## src/rtl/sgen_pkg.sv

```systemverilog
package sgen_pkg;

    localparam int unsigned SG_DATA_W   = 32;
    localparam int unsigned SG_STRIDE   = 3;
    localparam int unsigned SG_SEL_BITS = 2;

    typedef enum logic {
        SG_GAP   = 1'b0,
        SG_OFFER = 1'b1
    } sg_phase_e;

endpackage

```

## src/rtl/sgen_step.sv

```systemverilog
module sgen_step #(
    parameter int unsigned DATA_W   = 32,
    parameter int unsigned STRIDE   = 3,
    parameter int unsigned SEL_BITS = 2,
    parameter logic [DATA_W-1:0] INIT = '0
) (
    input  logic              clk,
    input  logic              rst_n,
    input  logic              advance,
    output logic [DATA_W-1:0] count,
    output logic              cur_hit,
    output logic              nxt_hit
);

    localparam logic [DATA_W-1:0] STEP = DATA_W'(STRIDE);

    logic [DATA_W-1:0] nxt;

    always_comb begin
        nxt     = advance ? count + STEP : count;
        cur_hit = ~|count[SEL_BITS-1:0];
        nxt_hit = ~|nxt[SEL_BITS-1:0];
    end

    always_ff @(posedge clk) begin
        if (!rst_n) count <= INIT;
        else        count <= nxt;
    end

    // each advance moves the counter by exactly one stride
    a_r5_stride_step: assert property (@(posedge clk) disable iff (!rst_n)
        advance |=> count == $past(count) + STEP);

    // no advance means the counter holds
    a_r3_count_holds: assert property (@(posedge clk) disable iff (!rst_n)
        !advance |=> $stable(count));

endmodule

```

## src/rtl/sgen_ctrl.sv

```systemverilog
module sgen_ctrl
    import sgen_pkg::*;
(
    input  logic clk,
    input  logic rst_n,
    input  logic ready,
    input  logic cur_hit,
    input  logic nxt_hit,
    output logic valid,
    output logic advance
);

    sg_phase_e phase;

    assign valid = (phase == SG_OFFER);

    always_comb begin
        if (phase == SG_OFFER) advance = ready;
        else                   advance = ~cur_hit;
    end

    always_ff @(posedge clk) begin
        if (!rst_n) phase <= SG_GAP;
        else        phase <= nxt_hit ? SG_OFFER : SG_GAP;
    end

    // accepted beat is followed by a cycle without valid
    a_r4_drop_after_accept: assert property (@(posedge clk) disable iff (!rst_n)
        valid && ready |=> !valid);

    // an offered beat is never withdrawn while stalled
    a_r3_valid_held: assert property (@(posedge clk) disable iff (!rst_n)
        valid && !ready |=> valid);

    // with no offer pending the counter keeps moving
    a_r5_gap_moves: assert property (@(posedge clk) disable iff (!rst_n)
        !valid && !cur_hit |-> advance);

endmodule

```

## src/rtl/sample_gen_axis.sv

```systemverilog
module sample_gen_axis
    import sgen_pkg::*;
#(
    parameter int unsigned DATA_W   = SG_DATA_W,
    parameter int unsigned STRIDE   = SG_STRIDE,
    parameter int unsigned SEL_BITS = SG_SEL_BITS,
    parameter logic [DATA_W-1:0] INIT = '0
) (
    input  logic              clk,
    input  logic              rst_n,
    input  logic              m_tready,
    output logic [DATA_W-1:0] m_tdata,
    output logic              m_tvalid,
    output logic              m_tlast
);

    logic advance;
    logic cur_hit;
    logic nxt_hit;

    sgen_step #(
        .DATA_W  (DATA_W),
        .STRIDE  (STRIDE),
        .SEL_BITS(SEL_BITS),
        .INIT    (INIT)
    ) u_step (
        .clk    (clk),
        .rst_n  (rst_n),
        .advance(advance),
        .count  (m_tdata),
        .cur_hit(cur_hit),
        .nxt_hit(nxt_hit)
    );

    sgen_ctrl u_ctrl (
        .clk    (clk),
        .rst_n  (rst_n),
        .ready  (m_tready),
        .cur_hit(cur_hit),
        .nxt_hit(nxt_hit),
        .valid  (m_tvalid),
        .advance(advance)
    );

    assign m_tlast = m_tvalid;

    // stalled beat keeps its data
    a_r3_hold_stalled: assert property (@(posedge clk) disable iff (!rst_n)
        m_tvalid && !m_tready |=> m_tvalid && $stable(m_tdata));

    // offered samples sit on a multiple of four
    a_r2_aligned: assert property (@(posedge clk) disable iff (!rst_n)
        m_tvalid |-> ~|m_tdata[SEL_BITS-1:0]);

    // after acceptance the data moves on
    a_r7_data_moves: assert property (@(posedge clk) disable iff (!rst_n)
        m_tvalid && m_tready |=> m_tdata != $past(m_tdata));

endmodule

```

## config.mk

```make
export PLATFORM = sky130hd
export DESIGN_NAME = sample_gen_axis
export DESIGN_NICKNAME = d
export VERILOG_FILES = /design/src/rtl/sgen_pkg.sv /design/src/rtl/sgen_step.sv /design/src/rtl/sgen_ctrl.sv /design/src/rtl/sample_gen_axis.sv
export SDC_FILE = /design/constraint.sdc
export NUM_CORES = 1
export LEC_CHECK = 0
export BUFFER_PORTS_ARGS = -buffer_cell sky130_fd_sc_hd__buf_2
export CORE_MARGIN = 3
export CORE_UTILIZATION = 47
export CTS_CLUSTER_SIZE = 40
export DETAILED_ROUTE_END_ITERATION = 6
export PLACE_DENSITY = 0.74
export SYNTH_ARGS = -nofsm -noshare
export SYNTH_HDL_FRONTEND = slang
export SYNTH_SLANG_ARGS = --single-unit
export TNS_END_PERCENT = 50
```

## constraint.sdc

```tcl
create_clock -name clk -period 2.4 [get_ports clk]
set_clock_uncertainty 0.15 [all_clocks]
set_input_delay 0.24 -clock clk [delete_from_list [all_inputs] [get_ports clk]]
set_output_delay 0.24 -clock clk [all_outputs]
set_load 0.05 [all_outputs]
```

# == Yosys cells after proc, flatten, opt, wreduce, memory -nomap -nowiden ==
# Index checks and enable logic that the tools add are counted.
# totals
register_bits,33
input_bits,3
out_inout_bits,34
elab_cells,9
# classes
n_addsub,1
mux,3
reduce_logical,2
# ops
op,count
$add 32x2->32 const B,1
$reduce_or 2->1,2
$mux 1,2
$mux 2,1

# == Logic depth before layout (Yosys ltp) ==
# Gate-level depths: netlist (run 1).
# logic_depth
word_depth,5
mapped_depth,7
depth_no_buf,7

# == Cells and area by module ==
# Synthesis (run 1) repeated with hierarchy kept, for this count alone.
# hier_totals
hier_cells,187
hier_area_um2,1576.5
# modules_own_cells
mod,n_inst,cells_each,area_per_inst_um2,seq_area_each_um2
sgen_step,1,182,1534.0,640.6
sgen_ctrl,1,4,35.0,20.0
sample_gen_axis,1,1,7.5,0.0

# == Worst setup path after synthesis (run 1) ==
# Ideal clock, no wire load.
# synth_path
path_type,reg-to-reg
from,register u_step.count[0]
to,register u_step.count[31]
setup_time_ps,70
arrival_time_ps,2352
required_ps,2180
path_slack_ps,-172
path_stages_with_launch,8
n_path_buf,0
period_less_slack_ps,2572
path_cell_list,dfxtp_1 > inv_1 > ha_1 > and2b_2 > nor4_4 > nand4_4 > or3_1 > a21oi_1
# synth_via
elab_chain_cells,2
elab_cells_between_ends,3
cone_classes,1 x add/sub; 1 x mux; 1 x reduce/logical
# synth_lines
item,line,text
start: declaration,sgen_step.sv:10,"output logic [DATA_W-1:0] count,"
start signal: assignment,sgen_step.sv:27,else count <= nxt;
"parallel branches: the longest is 2 deep, another holds $add 32x2->32",-,
# Several ways; the timed one is not identified.
# A chain may end at the register's enable or synchronous reset.

# == Worst setup path in the final report (run 1) ==
# Ends and elaborated chain as after synthesis.

==> flow_summary.ini, run 1 <==
[worst_setup_path]
r2r_start = u_step.count[0]
worstSetupStartpoint = u_step.count[0]
end_kind = flop
r2r_end = u_step.count[31]
r2r_slack_ns = 0.16
worstPathRequired_ns = 2.52
crit_type = flop to flop
cp.arrival_ns = 2.36
reg2reg_depth = 7
cp-endpoint = u_step.count[31]
start_kind = flop
critPathMaxFanout = 9

[final_layout]
area_growth_pct = 20.1
fill_cells = 297
layout-drive-gt1-share = 0.273
nets = 219
n_antenna_cell = 0
regArea_sq_um = 663
multi_input_area_sq_um = 801

[logic_synthesis]
ys_async_sr_fraction = 0
synth.avg_cell_area_sq_um = 8.74
synth_area_leaders = dfxtp_1 (43%), xor2_1 (6.3%), or3_1 (5.3%), nor2_1 (5.2%), o21ai_0 (4.9%)
ys_seq_area_frac = 0.434
ys_types = 30
yosys.area.top_type = dfxtp_1
synth_top_area_share = 0.434
syn_inst = 174
synth-seq-cells = 33
ys_warn_count = 0
syn-cell-area_sq_um = 1520
synth-edff-count = 0
synth-main-ff-cell = dfxtp_1
yosysMostFrequentCell = dfxtp_1
netlist_top_cells_count = dfxtp_1 (33), nor2_1 (21), o21ai_0 (15), a21oi_1 (14), or3_1 (13)
syn_nets = 178

[timing]
fin_tns_setup_ns = 0
setup_violations = 0
layout_setup_ws_ns = 0.159
rsz0062_at_grt = false
period_share = 0.934
period_minus_slack_ns = 2.24
hold_viol = 0
worstMarginPinSlew_ns = 0.657
drv_slew = 0
fmax_ghz = 0.446
slew_headroom = 0.558

[cts]
clockBufferDepth = 2
cts_tree = built
cts_buffers = 5
cts_sinks = 33
cts-resized-gates = 0
cts.repair_timing.setup_buffer_count = 0
clkSlewWorstSetupHoldPaths_ns = 0.10
h-tree-depth = 2
cts_root_buffer = clkbuf_4
clk_latency_ns = 0.33

[placement]
place_hpwl_um = 2350
place_congestion = 0.834
dp_slack_ns = 0.175
port_buffers = 36

[global_routing]
grt_max_degree = 33
grt_usage = 0.175
grt-ovfl-total = 0
grt_pass1_wl_um = 5600
antenna_found_initial = 0
grt_pass1_vias = 1283

[drt]
vias = 1382
routed_wl_um = 3180
drt-pass1-iter-count = 4
wl_per_cell_um = 12.2
drtIter0Drc = 55
via_per_inst = 5.32
drcViolationCount = 0
ant_nets = 0

[power_and_ir_drop]
total_power_mw = 1.38
seqPwrFrac = 0.449
power.leakage_nw = 0.738
switching_share = 0.363
pwr_density_cell_nw_per_um2 = 756
switching_power_uw = 501
clkPwrFrac = 0.253
peakVddDrop_mv = 0.508
p_int_uw = 880
p_comb_frac = 0.298

[die]
die-area_sq_um = 3960
pin_count = 37
core_sq_um = 3080
die_h_um = 62.9
fp-row-count = 20
initial_core_util = 0.494
die_w_um = 62.9

[run]
maxCapViolCount = 0

[status]
outcome = finished, final reports clean

[min_path]
hold_class = input pin to flop
-- layer usage --
layer / track usage / share of wire
met3: 0.0504 / 0.052
met1: 0.198 / 0.43
met5: 0 / 0
met4: 0.0882 / 0.019
met2: 0.298 / 0.50
-- metrics by stage --
step / hold slack (ns) / cells / cell area (sq um) / util
CTS: 0.156 / 260 / 1830 / 0.594
floorplan: 0.236 / 174 / 1520 / -
global placement: 0.325 / 251 / 1750 / 0.568
global route: 0.177 / 260 / 1830 / 0.594
finish: 0.159 / 260 / 1830 / 0.594
detailed placement: 0.342 / 251 / 1750 / 0.568
-- cell families (layout without fill, tap and decap cells) --
group           after synthesis  count (layout)  share of synthesized area
fa+ha+maj                     1               1                    0.00822
simple gates                 81              81                      0.321
compound gates               30              30                     0.0995
flops                        33              33                      0.434
xor+xnor                     17              17                     0.0979
buf+inv                      12              54                     0.0395
-- worst max-delay path, cell delays in order (launching register included) --
cell and delay, ns:
dfxtp_2 0.39, inv_1 0.05, ha_1 0.24, and2b_2 0.25, nor4_4 0.36, nand4_4 0.19
or3_1 0.38, a21oi_1 0.16
-- how the worst min path moves through the flow --
stage | from | to | slack, ns | cells past startpoint
2_1_floorplan | rst_n | u_step.count[1] | 0.24 | 1
3_3_place_gp | u_step.count[31] | u_step.count[31] | 0.32 | 2
3_5_place_dp | u_step.count[30] | u_step.count[30] | 0.34 | 2
4_1_cts | m_tready | u_step.count[2] | 0.16 | 4
5_1_grt | m_tready | u_step.count[2] | 0.18 | 4
6_report | m_tready | u_step.count[2] | 0.16 | 4
-- area by class of cell --
cell class              count  area share
multi-input cells         129       0.438
flip-flops and latches     33       0.363
repair buffers             41       0.120
clock buffers               7      0.0356
well taps                  44      0.0301
inverters                   5      0.0103
clock inverters             1     0.00274
-- state kept, by name, summed over array words and instances (netlist names) --
name and cells:
u_step.count 32, u_ctrl.valid 1
-- power groups by stage --
| stage | sequential [mW] | combinational (mW) | clock, mW |
|---|---|---|---|
| final | 0.620 | 0.412 | 0.350 |
| after global routing | 0.627 | 0.443 | 0.390 |
| after CTS | 0.620 | 0.415 | 0.361 |
| after detailed placement | 0.631 | 0.413 | 0 |
| after global placement | 0.630 | 0.407 | 0 |
| after floorplan | 0.747 | 0.237 | 0 |
-- cells in the final DEF, fill, tap and decap left out, types with 6 or more instances in the layout --
master | netlist | final
buf_2 | 0 | 36
dfxtp_1 | 33 | 31
nor2_1 | 21 | 21
o21ai_0 | 15 | 15
a21oi_1 | 14 | 14
or3_1 | 13 | 13
xor2_1 | 11 | 11
nand2_1 | 10 | 10
nand3_1 | 9 | 9
nand4_1 | 8 | 8
xnor2_1 | 6 | 6
-- timing repair --
action / in CTS / in global routing
endpoints found under the hold margin: 1 / 0
endpoints found under the setup margin: 0 / 0
hold buffers: 1 / 0
Note: power is estimated with default switching activity, not from simulation.
==> inputs of run 2 (changes only) <==
Settings changed: REMOVE_ABC_BUFFERS from default to 1, TNS_END_PERCENT 50 to default.
==> run 2 against run 1 <==
Critical path depth did not move. Global-route usage shrank 0.59 points. Hold slack worse by 0.016 ns. Routed wire length fell by 5.7%. Clock power rose by 3%. Critical endpoint unchanged. Via count fell by 3.8%. Largest cell class unchanged. Cell count up 0.77%. Register-to-register slack better by 0.03 ns. Design area rose by 0.68%. Non-clock buffer count is 2 higher.
==> flow_summary.ini, run 2 (synthesis gave the netlist of run 1 again) <==
[status]
outcome = finished, final reports clean

[final_layout]
largest_reg_flops = 32
utilization = 0.598
final_cell_mix = buf_2 (36), dfxtp_1 (33), nor2_1 (21)
regMostFlops = u_step.count
n_antenna_cell = 0
area_growth_pct = 21.0
layout-drive-gt1-share = 0.271
final_cells = 262
final_common_cell = buf_2
nets = 221
fin_area_sq_um = 1840

[die]
pin_count = 37
die_w_um = 62.9
die_h_um = 62.9
fp-row-count = 20
die-area_sq_um = 3960
initial_core_util = 0.494
core_sq_um = 3080

[power_and_ir_drop]
seqPwrFrac = 0.445
power.leakage_nw = 0.748
total_power_mw = 1.39
p_comb_frac = 0.295
clkPwrFrac = 0.260
switching_share = 0.368
switching_power_uw = 509
p_int_uw = 877
pwr_density_cell_nw_per_um2 = 753
peakVddDrop_mv = 0.673

[worst_setup_path]
cpPeakStageDelay_ns = 0.43
crit_type = flop to flop
crit_family = simple AND/OR/NAND/NOR gates
critPathMaxFanout = 9
end_kind = flop
timing.critical_path.buf_inv = 1
cp.arrival_ns = 2.35
critical-path-slowest-cell = dfxtp_1
worstPathRequired_ns = 2.54
start_kind = flop
worstPathCellList = inv_1 -> ha_1 -> and2b_2 -> nor4_4 -> nand4_4 -> or3_1 -> a21oi_1

[global_routing]
antenna_found_initial = 0
grt_pass1_wl_um = 5370
grt-ovfl-total = 0
grt_usage = 0.169
grt_max_degree = 33
grt_pass1_vias = 1166

[drt]
drcViolationCount = 0
drtIter0Drc = 58
routed_wl_um = 3000
ant_nets = 0
vias = 1329
wl_per_cell_um = 11.4
drt-pass1-iter-count = 4
via_per_inst = 5.07

[placement]
place_hpwl_um = 2140
dp_cells = 253
placed_area_sq_um = 1760
port_buffers = 36
dp_slack_ns = 0.104
place_congestion = 0.710

[timing]
finalHoldWorstSlack_ns = 0.142
worstMarginPinSlew_ns = 0.398
fmax_ghz = 0.453
slew_headroom = 0.733
setup_violations = 0
rsz0062_at_grt = false
hold_viol = 0
period_share = 0.920
drv_slew = 0
fin_tns_setup_ns = 0
layout_setup_ws_ns = 0.191
period_minus_slack_ns = 2.21

[run]
maxCapViolCount = 0

[cts]
cts-resized-gates = 0
cts_tree = built
cts_root_buffer = clkbuf_4
cts_sinks = 33
clk_latency_ns = 0.34
clkSlewWorstSetupHoldPaths_ns = 0.11
cts.repair_timing.setup_buffer_count = 0
h-tree-depth = 2
clockBufferDepth = 2
cts_buffers = 5

[min_path]
hold_class = input pin to flop
run 2: changes by cell type in the layout (fill, tap and decap cells not counted), sizes merged:
cell,before,now
buf,40,42
run 2: routing by layer:
layer / share of wire / wire, um / global-route usage
met5: 0 / 0 / 0
met4: 0.017 / 50 / 0.0661
met3: 0.049 / 148 / 0.0647
met2: 0.43 / 1290 / 0.250
met1: 0.50 / 1510 / 0.221
run 2: area by class of cell:
cell class              count  area, sq um
repair buffers             43          235
multi-input cells         129          801
well taps                  44         55.1
fillers                   282         1240
clock inverters             1         5.00
flip-flops and latches     33          661
clock buffers               7         65.1
inverters                   5         18.8
run 2: timing repair:
action | in CTS | in global routing
setup endpoints to repair | 0 | 2
hold endpoints to repair | 1 | 0
hold buffers | 1 | 0
run 2: power groups by stage:
stage / Sequential, mW / Clock, mW / Combinational (mW)
floorplan: 0.772 / 0 / 0.187
global placement: 0.630 / 0 / 0.411
detailed placement: 0.630 / 0 / 0.408
CTS: 0.618 / 0.372 / 0.411
global route: 0.622 / 0.394 / 0.442
finish: 0.617 / 0.360 / 0.409
run 2: worst paths after layout:
path	slack, ns	endpoint	depth (start not counted)	from
worst min-delay path	0.14	u_step.count[2]	4	m_tready
worst max register to register	0.19	u_step.count[31]	7	u_step.count[0]
worst min register to register	0.35	u_step.count[31]	2	u_step.count[31]
worst max-delay path	0.19	u_step.count[31]	7	u_step.count[0]
run 2: worst register-to-register path, stage by stage, from the launching register on:
cell and delay [ns]:
dfxtp_1 0.43, inv_1 0.07, ha_1 0.24, and2b_2 0.25, nor4_4 0.30, nand4_4 0.21, or3_1 0.38, a21oi_1 0.13
